### config.mk
export PLATFORM = sky130hd
export DESIGN_NAME = spi_flash_cmd_seq
export DESIGN_NICKNAME = d
export VERILOG_FILES = /design/src/rtl/spi_seq_pkg.sv /design/src/rtl/spi_seq_regs.sv /design/src/rtl/spi_seq_bitsel.sv /design/src/rtl/spi_seq_engine.sv /design/src/rtl/spi_flash_cmd_seq.sv
export SDC_FILE = /design/constraint.sdc
export NUM_CORES = 1
export LEC_CHECK = 0
export ABC_AREA = 0
export BUFFER_PORTS_ARGS = -buffer_cell sky130_fd_sc_hd__buf_2
export CORE_MARGIN = 2
export CORE_UTILIZATION = 33
export CTS_BUF_LIST = sky130_fd_sc_hd__clkbuf_4
export DETAILED_ROUTE_END_ITERATION = 8
export GPL_TIMING_DRIVEN = 0
export MAX_ROUTING_LAYER = met4
export PLACE_DENSITY = 0.56
export SLEW_MARGIN = 10
export SYNTH_ARGS = -nofsm -noshare
export SYNTH_HDL_FRONTEND = slang
export SYNTH_SLANG_ARGS = --single-unit
### constraint.sdc
create_clock -name clk -period 6.5 [get_ports clk]
set_input_delay 1.3 -clock clk [delete_from_list [all_inputs] [get_ports clk]]
set_output_delay 1.3 -clock clk [all_outputs]
set_load 0.005 [all_outputs]
### src/rtl/spi_seq_pkg.sv
package spi_seq_pkg;

  localparam int unsigned REG_AW = 6;

  localparam logic [REG_AW-1:0] OFS_CTRL   = 6'h00;
  localparam logic [REG_AW-1:0] OFS_STATUS = 6'h04;
  localparam logic [REG_AW-1:0] OFS_DESC   = 6'h08;
  localparam logic [REG_AW-1:0] OFS_START  = 6'h0C;
  localparam logic [REG_AW-1:0] OFS_ADDR   = 6'h10;
  localparam logic [REG_AW-1:0] OFS_WD0    = 6'h14;
  localparam logic [REG_AW-1:0] OFS_WD1    = 6'h18;
  localparam logic [REG_AW-1:0] OFS_RD0    = 6'h1C;
  localparam logic [REG_AW-1:0] OFS_RD1    = 6'h20;

  localparam logic [2:0] MAX_ABYTES = 3'd4;
  localparam logic [3:0] MAX_DBYTES = 4'd8;

  // Command descriptor, packed MSB first
  typedef struct packed {
    logic [10:0] rsvd;
    logic [4:0]  dummy;
    logic [3:0]  dcnt;
    logic        rd;
    logic [2:0]  acnt;
    logic [7:0]  op;
  } cmd_desc_t;

  typedef enum logic [2:0] {
    ST_IDLE,
    ST_LOAD,
    ST_SHIFT,
    ST_TAIL,
    ST_GAP
  } eng_state_t;

endpackage

### src/rtl/spi_seq_regs.sv
module spi_seq_regs
  import spi_seq_pkg::*;
(
  input  logic              clk,
  input  logic              rst_n,
  input  logic              reg_rd,
  input  logic              reg_wr,
  input  logic [REG_AW-1:0] reg_addr,
  input  logic [31:0]       reg_wdata,
  output logic [31:0]       reg_rdata,
  output logic              reg_ready,
  input  logic              busy,
  input  logic [63:0]       rx_data,
  output logic              en,
  output logic              start,
  output logic [7:0]        d_op,
  output logic [2:0]        d_acnt,
  output logic              d_rd,
  output logic [3:0]        d_dcnt,
  output logic [4:0]        d_dummy,
  output logic [31:0]       addr_q,
  output logic [63:0]       wdata_q
);

  cmd_desc_t   desc_q;
  logic        ready_q;
  logic        take;
  logic [31:0] rd_mux;

  assign take  = (reg_rd | reg_wr) & ~ready_q;
  assign start = take & reg_wr & (reg_addr == OFS_START) & (reg_wdata == 32'd1);

  assign d_op    = desc_q.op;
  assign d_acnt  = desc_q.acnt;
  assign d_rd    = desc_q.rd;
  assign d_dcnt  = desc_q.dcnt;
  assign d_dummy = desc_q.dummy;

  always_comb begin
    rd_mux = '0;
    case (reg_addr)
      OFS_CTRL:   rd_mux = {31'd0, en};
      OFS_STATUS: rd_mux = {31'd0, busy};
      OFS_DESC:   rd_mux = desc_q;
      OFS_ADDR:   rd_mux = addr_q;
      OFS_WD0:    rd_mux = wdata_q[31:0];
      OFS_WD1:    rd_mux = wdata_q[63:32];
      OFS_RD0:    rd_mux = rx_data[31:0];
      OFS_RD1:    rd_mux = rx_data[63:32];
      default:    rd_mux = '0;
    endcase
  end

  always_ff @(posedge clk) begin
    if (!rst_n) begin
      ready_q   <= 1'b0;
      reg_rdata <= '0;
      en        <= 1'b0;
      desc_q    <= '0;
      addr_q    <= '0;
      wdata_q   <= '0;
    end else begin
      ready_q <= take;
      if (take && reg_rd) reg_rdata <= rd_mux;
      if (take && reg_wr) begin
        case (reg_addr)
          OFS_CTRL: en             <= reg_wdata[0];
          OFS_DESC: desc_q         <= reg_wdata;
          OFS_ADDR: addr_q         <= reg_wdata;
          OFS_WD0:  wdata_q[31:0]  <= reg_wdata;
          OFS_WD1:  wdata_q[63:32] <= reg_wdata;
          default: ;
        endcase
      end
    end
  end

  assign reg_ready = ready_q;

endmodule

### src/rtl/spi_seq_bitsel.sv
module spi_seq_bitsel #(
  parameter int unsigned IW = 8
) (
  input  logic [IW-1:0] idx,
  input  logic [7:0]    op,
  input  logic [2:0]    acnt,
  input  logic [4:0]    dummy,
  input  logic [3:0]    dcnt,
  input  logic          rd,
  input  logic [31:0]   addr,
  input  logic [63:0]   wdata,
  output logic          bit_o,
  output logic          in_data,
  output logic [5:0]    dpos,
  output logic [IW-1:0] last_idx
);

  logic [IW-1:0] a_bits;
  logic [IW-1:0] a_end;
  logic [IW-1:0] d_end;
  logic [4:0]    apos;
  logic [5:0]    jd;

  assign a_bits   = IW'(acnt) << 3;
  assign a_end    = IW'(8) + a_bits;
  assign d_end    = a_end + IW'(dummy);
  assign last_idx = d_end + (IW'(dcnt) << 3) - IW'(1);

  // address bit: highest sent byte first, MSB first inside it
  assign apos = 5'(a_bits - IW'(1) - (idx - IW'(8)));
  // data bit: byte index in upper bits, bit reversed in lower bits
  assign jd   = 6'(idx - d_end);
  assign dpos = {jd[5:3], ~jd[2:0]};

  always_comb begin
    bit_o   = 1'b0;
    in_data = 1'b0;
    if (idx < IW'(8)) begin
      bit_o = op[~idx[2:0]];
    end else if (idx < a_end) begin
      bit_o = addr[apos];
    end else if (idx < d_end) begin
      bit_o = 1'b0;
    end else begin
      in_data = 1'b1;
      bit_o   = rd ? 1'b0 : wdata[dpos];
    end
  end

endmodule

### src/rtl/spi_seq_engine.sv
module spi_seq_engine
  import spi_seq_pkg::*;
#(
  parameter int unsigned DIV = 4,
  parameter int unsigned IW  = 8
) (
  input  logic          clk,
  input  logic          rst_n,
  input  logic          en,
  input  logic          start,
  input  logic [7:0]    d_op,
  input  logic [2:0]    d_acnt,
  input  logic          d_rd,
  input  logic [3:0]    d_dcnt,
  input  logic [4:0]    d_dummy,
  input  logic [31:0]   addr_in,
  input  logic [63:0]   wdata_in,
  input  logic          miso,
  input  logic          sel_in_data,
  input  logic [5:0]    sel_dpos,
  input  logic [IW-1:0] sel_last,
  output logic [IW-1:0] idx,
  output logic [7:0]    l_op,
  output logic [2:0]    l_acnt,
  output logic          l_rd,
  output logic [3:0]    l_dcnt,
  output logic [4:0]    l_dummy,
  output logic [31:0]   l_addr,
  output logic [63:0]   l_wdata,
  output logic          busy,
  output logic          shifting,
  output logic          sck,
  output logic          cs_n,
  output logic [63:0]   rx_data
);

  localparam int unsigned HALF = DIV / 2;
  localparam int unsigned CW   = $clog2(DIV) + 1;
  localparam logic [CW-1:0] HALF_M1 = CW'(HALF - 1);
  localparam logic [CW-1:0] GAP_M1  = CW'(DIV - 1);

  eng_state_t    st;
  logic [CW-1:0] cnt;

  assign busy     = (st != ST_IDLE);
  assign shifting = (st == ST_SHIFT);

  always_ff @(posedge clk) begin
    if (!rst_n) begin
      st      <= ST_IDLE;
      cnt     <= '0;
      idx     <= '0;
      sck     <= 1'b0;
      cs_n    <= 1'b1;
      l_op    <= '0;
      l_acnt  <= '0;
      l_rd    <= 1'b0;
      l_dcnt  <= '0;
      l_dummy <= '0;
      l_addr  <= '0;
      l_wdata <= '0;
      rx_data <= '0;
    end else if (!en) begin
      st   <= ST_IDLE;
      cnt  <= '0;
      sck  <= 1'b0;
      cs_n <= 1'b1;
    end else begin
      case (st)
        ST_IDLE: begin
          if (start) begin
            l_op    <= d_op;
            l_acnt  <= (d_acnt > MAX_ABYTES) ? MAX_ABYTES : d_acnt;
            l_rd    <= d_rd;
            l_dcnt  <= (d_dcnt > MAX_DBYTES) ? MAX_DBYTES : d_dcnt;
            l_dummy <= d_dummy;
            l_addr  <= addr_in;
            l_wdata <= wdata_in;
            st      <= ST_LOAD;
          end
        end
        ST_LOAD: begin
          cs_n <= 1'b0;
          sck  <= 1'b0;
          idx  <= '0;
          cnt  <= '0;
          if (l_rd) rx_data <= '0;
          st   <= ST_SHIFT;
        end
        ST_SHIFT: begin
          if (cnt == HALF_M1) begin
            cnt <= '0;
            if (!sck) begin
              sck <= 1'b1;
              if (l_rd && sel_in_data) rx_data[sel_dpos] <= miso;
            end else begin
              sck <= 1'b0;
              if (idx == sel_last) st <= ST_TAIL;
              else                 idx <= idx + IW'(1);
            end
          end else begin
            cnt <= cnt + CW'(1);
          end
        end
        ST_TAIL: begin
          if (cnt == HALF_M1) begin
            cnt  <= '0;
            cs_n <= 1'b1;
            st   <= ST_GAP;
          end else begin
            cnt <= cnt + CW'(1);
          end
        end
        ST_GAP: begin
          if (cnt == GAP_M1) begin
            cnt <= '0;
            st  <= ST_IDLE;
          end else begin
            cnt <= cnt + CW'(1);
          end
        end
        default: st <= ST_IDLE;
      endcase
    end
  end

endmodule

### src/rtl/spi_flash_cmd_seq.sv
module spi_flash_cmd_seq
  import spi_seq_pkg::*;
#(
  parameter int unsigned SCK_DIV = 4
) (
  input  logic        clk,
  input  logic        rst_n,
  input  logic        reg_rd,
  input  logic        reg_wr,
  input  logic [5:0]  reg_addr,
  input  logic [31:0] reg_wdata,
  output logic [31:0] reg_rdata,
  output logic        reg_ready,
  output logic        busy,
  output logic        spi_cs_n,
  output logic        spi_sck,
  output logic        spi_mosi,
  input  logic        spi_miso,
  output logic        spi_oe
);

  // widest frame: 8 + 32 + 31 + 64 bits
  localparam int unsigned IW = 8;

  logic          en, start;
  logic [7:0]    d_op, l_op;
  logic [2:0]    d_acnt, l_acnt;
  logic          d_rd, l_rd;
  logic [3:0]    d_dcnt, l_dcnt;
  logic [4:0]    d_dummy, l_dummy;
  logic [31:0]   addr_q, l_addr;
  logic [63:0]   wdata_q, l_wdata, rx_data;
  logic [IW-1:0] idx, sel_last;
  logic          sel_bit, sel_in_data;
  logic [5:0]    sel_dpos;
  logic          shifting, sck_q, cs_n_q;

  spi_seq_regs u_regs (
    .clk       (clk),
    .rst_n     (rst_n),
    .reg_rd    (reg_rd),
    .reg_wr    (reg_wr),
    .reg_addr  (reg_addr),
    .reg_wdata (reg_wdata),
    .reg_rdata (reg_rdata),
    .reg_ready (reg_ready),
    .busy      (busy),
    .rx_data   (rx_data),
    .en        (en),
    .start     (start),
    .d_op      (d_op),
    .d_acnt    (d_acnt),
    .d_rd      (d_rd),
    .d_dcnt    (d_dcnt),
    .d_dummy   (d_dummy),
    .addr_q    (addr_q),
    .wdata_q   (wdata_q)
  );

  spi_seq_engine #(.DIV(SCK_DIV), .IW(IW)) u_eng (
    .clk         (clk),
    .rst_n       (rst_n),
    .en          (en),
    .start       (start),
    .d_op        (d_op),
    .d_acnt      (d_acnt),
    .d_rd        (d_rd),
    .d_dcnt      (d_dcnt),
    .d_dummy     (d_dummy),
    .addr_in     (addr_q),
    .wdata_in    (wdata_q),
    .miso        (spi_miso),
    .sel_in_data (sel_in_data),
    .sel_dpos    (sel_dpos),
    .sel_last    (sel_last),
    .idx         (idx),
    .l_op        (l_op),
    .l_acnt      (l_acnt),
    .l_rd        (l_rd),
    .l_dcnt      (l_dcnt),
    .l_dummy     (l_dummy),
    .l_addr      (l_addr),
    .l_wdata     (l_wdata),
    .busy        (busy),
    .shifting    (shifting),
    .sck         (sck_q),
    .cs_n        (cs_n_q),
    .rx_data     (rx_data)
  );

  spi_seq_bitsel #(.IW(IW)) u_sel (
    .idx      (idx),
    .op       (l_op),
    .acnt     (l_acnt),
    .dummy    (l_dummy),
    .dcnt     (l_dcnt),
    .rd       (l_rd),
    .addr     (l_addr),
    .wdata    (l_wdata),
    .bit_o    (sel_bit),
    .in_data  (sel_in_data),
    .dpos     (sel_dpos),
    .last_idx (sel_last)
  );

  assign spi_oe   = en;
  assign spi_cs_n = cs_n_q | ~en;
  assign spi_sck  = sck_q & en;
  assign spi_mosi = sel_bit & shifting & en;

endmodule

==> metrics.txt <==
kind of end point of the critical path primary output; Switching Share 25.6%; Final Slew Violations 0; Post-synth EDFFs 0; cts bufs inserted 96; die width 229 µm; Initial DRT Pass Iterations 6; Syn-to-layout area delta 15.7%; DRT iter0 DRCs 1,838; status finished clean; io pins 81; critical path capture point spi_mosi; post-route antenna net violation count 0; number of stages on the worst setup path 13; IO buf count 80; worst relative slew slack 5.98%; Post-Synth Simple-Gate Area between 15 and 20%; worst path arrival time 5.00 ns; Critical Path RT 5.20 ns; Tot Pwr 4600 µW; Tightest Hold Check Type register to register; startpoint types register; share of synthesized registers carrying an async set or reset 0%; Setup CP Type register to primary output; Combinational Power Share under 10%; setup ws final 0.203 ns; Post-route DRC 0; core outline area approximately 50,000 µm²; CP peak stage delay 0.57 ns; routability congestion estimate around 0.97; slowest cell on the critical path ha_1; initial antenna violation count 5; Critical Path Fanout Max 10; TNS Setup 0 ns; clock network fraction of total power a little under half; routed len/inst 24.1 µm; Final Net Count 2,284; Least-Margin Pin Slew 1.41 ns; vias after detailed routing 16,800; post-DP HPWL 53,400 µm; Clk pin slew, worst setup/hold paths 0.07 ns; Crit. Startpoint u_eng.idx[0]; R2R depth 12; Synth Instances 2,030; count of different cell masters after synthesis 73; global-route wire length before repair 103,000 µm; mux cell area share after synthesis 2.74%; Reg power frac 48.5%; TritonCTS Sinks 359; CTS root buf clkbuf_4; layout cell share with drive strength beyond 1 approximately 14%; Top delay family on crit path buffers and inverters; Leak around 0.0065 µW; Ys Warns 0; Final min period 6.30 ns; Buf/Inv on CP 7; sw power between 1000 and 1500 µW; pre-CTS setup slack -0.120 ns; RSZ-0062 raised after global routing no; CP dominant cell by count clkbuf_2; XOR/XNOR Fraction of Synth Area ~1.8%; #FFs+latches synth 359; Final Setup Violations 0; final worst-path cycle share a little over nine tenths; Layout fillers 5,215; Core Util, Final 38.7%; Mapped Nets 2,105; gr ovfl total 0; clk buf depth 3; via-per-instance ratio 5.68; Fin. Hold Viols 0; clk_lat worst skew 0.90 ns; Worst Skew roughly 0.060 ns; crit-path cells clkbuf_2, buf_6, inv_1, ha_1, buf_2, clkbuf_2, clkbuf_2, a31oi_1, o21ai_0, a31oi_1, a32oi_2, o22ai_1, buf_2; # rows 82; top_reg_cell synth dfxtp_1; adder-cell share of the synthesized area 2.52%; Synth Cell Area 16,800 µm²; htree depth 3; internal power 3420 µW; DRT Wirelength 71,000 µm; reg2reg end u_eng.rx_data[37]; R2R Setup Slk 1.71 ns; CTS tree done; Max-cap violations 0; Initial Util 33.4%; die footprint ~53,000 µm²; Chip Height 229 µm; Max IR drop VDD 0.159 mV; largest family of logic cells by synthesized area compound AO/OA/AOI/OAI gates; synthesized area per cell 8.26 µm²; Pwr Density ~240 nW/µm²; vias in the first global route 15,600; sequential element share of the synthesized area 42.9%; post-synthesis compound-gate area fraction ~28%; worst reg2reg path startpoint u_eng.idx[0]; largest net degree at the start of global routing 15; Total GRT Usage 27.2%; Max Freq 0.159 GHz
[kinds of logic (layout without fill, tap and decap cells)]
family	Yosys count	in the layout
compound gates	701	701
xor+xnor	30	30
fa+ha+maj	32	32
buf+inv	185	431
flops	359	359
mux	29	29
other cells	0	4
simple gates	694	694
[cell usage after synthesis (3+ instances only)]
cell type / instances / area [µm²]
o31a_1: 4 / 35.0
xnor2_2: 3 / 48.8
clkbuf_1: 128 / 480
a211o_1: 3 / 26.3
or3_1: 5 / 31.3
nor4b_1: 3 / 26.3
nand3b_1: 9 / 67.6
nor3b_1: 6 / 45.0
ha_1: 29 / 363
and3_1: 4 / 25.0
a22oi_1: 63 / 473
o21ai_0: 155 / 776
o311ai_0: 3 / 26.3
a2bb2oi_1: 3 / 26.3
mux2_2: 5 / 56.3
nor2b_1: 12 / 75.1
nand2b_1: 13 / 81.3
nand2_2: 3 / 18.8
a31oi_1: 56 / 350
buf_2: 17 / 85.1
nor3_1: 10 / 50.1
a21o_1: 4 / 30.0
o211ai_1: 6 / 45.0
mux2i_1: 11 / 110
fa_1: 3 / 60.1
dfxtp_1: 359 / 7190
a211oi_1: 4 / 30.0
inv_1: 33 / 124
a21oi_1: 73 / 365
o22ai_1: 6 / 37.5
mux4_2: 13 / 293
a21boi_0: 245 / 1840
nor3_2: 6 / 60.1
xnor2_1: 19 / 166
o21ai_1: 18 / 90.1
xor2_1: 7 / 61.3
nand3_1: 44 / 220
nor4_1: 6 / 37.5
nand2_1: 510 / 1910
buf_1: 3 / 11.3
o21a_1: 3 / 22.5
nor2_1: 44 / 165
a221oi_1: 33 / 289
and2_1: 8 / 50.1
[final cells by class]
class / count / area (µm²) / area share [%]
multi-input cells: 1486 / 8940 / 46.1
flip-flops and latches: 359 / 7190 / 37.0
clock buffers: 154 / 1160 / 5.96
well taps: 672 / 841 / 4.33
plain buffers: 152 / 629 / 3.24
repair buffers: 81 / 408 / 2.10
inverters: 33 / 124 / 0.638
clock inverters: 11 / 110 / 0.568
diodes: 4 / 10.0 / 0.0516
[worst register-to-register path: stages, from the launching register on]
cell	delay, ns
dfxtp_1	0.34
clkbuf_2	0.24
buf_6	0.25
inv_1	0.08
ha_1	0.18
inv_1	0.06
fa_1	0.51
xor2_2	0.25
buf_2	0.26
clkbuf_2	0.28
nor2_1	1.12
nand2_1	0.79
o21ai_0	0.34
[placed cells by master, fill, tap and decap left out, types with 7 or more instances in the layout]
| cell | count |
|---|---|
| o21ai_0 | 155 |
| a22oi_1 | 63 |
| clkbuf_1 | 121 |
| dfxtp_1 | 359 |
| o21ai_1 | 18 |
| mux4_2 | 13 |
| nand2_1 | 510 |
| buf_2 | 96 |
| nand2b_1 | 13 |
| mux2i_1 | 11 |
| a21oi_1 | 73 |
| a221oi_1 | 33 |
| and2_1 | 8 |
| nand3_1 | 43 |
| inv_1 | 33 |
| ha_1 | 29 |
| xnor2_1 | 15 |
| clkbuf_4 | 154 |
| clkbuf_2 | 7 |
| nand3b_1 | 9 |
| nor3_1 | 10 |
| a21boi_0 | 245 |
| nor2b_1 | 12 |
| nor2_1 | 42 |
| a31oi_1 | 56 |
[flip-flops by register name, indices dropped and copies added, names as in the netlist, 5 cells and up]
register / cells
u_eng.rx_data: 64
u_regs.d_op: 8
u_eng.l_addr: 32
u_regs.desc_q: 11
u_regs.reg_rdata: 32
u_regs.d_dummy: 5
u_regs.addr_q: 32
u_eng.l_wdata: 64
u_eng.l_dummy: 5
u_regs.wdata_q: 64
u_eng.idx: 8
u_eng.l_op: 8
[per-layer routing]
metal	track usage [%]	up-vias	share of wire (%)
met1	35.2	8075	42
met2	40.8	935	44
met4	12.4	0	4.6
met3	5.60	171	9.5
met5	-	-	0
li1	-	7595	-
[worst min path at each step]
stage / start / endpoint / slack, ns / cells past startpoint
2_1_floorplan: u_eng.rx_data[45] / u_eng.rx_data[45] / 0.43 / 2
3_3_place_gp: u_eng.rx_data[16] / u_eng.rx_data[16] / 0.44 / 2
3_5_place_dp: u_eng.rx_data[16] / u_eng.rx_data[16] / 0.45 / 2
4_1_cts: u_eng.l_addr[9] / u_eng.l_addr[9] / 0.46 / 2
5_1_grt: u_eng.l_addr[6] / u_eng.l_addr[6] / 0.48 / 2
6_report: u_eng.l_addr[9] / u_eng.l_addr[9] / 0.46 / 2
[what timing repair did]
action	4_1_cts	5_1_grt
resized for setup	15	10
hold buffers	0	0
pin swaps	0	1
cloned	0	0
buffers inserted	0	1
endpoints found under the setup margin	1	1
[power by group through the flow]
stage | logic (µW) | clock network [µW] | registers (µW)
2_1_floorplan | 87.6 | 0 | 2270
3_3_place_gp | 198 | 0 | 2280
3_5_place_dp | 199 | 0 | 2280
4_1_cts | 200 | 2180 | 2230
5_1_grt | 213 | 2300 | 2230
6_report | 205 | 2160 | 2230
[per-stage QoR]
stage          instance area (µm²)  hold slack, ns  std cells
2_1_floorplan                16800           0.435       2030
6_report                     19400           0.460       2952
4_1_cts                      19300           0.462       2947
5_1_grt                      19400           0.480       2951
3_5_place_dp                 18000           0.454       2782
3_3_place_gp                 18000           0.444       2782
(Power assumes the default switching activity.)
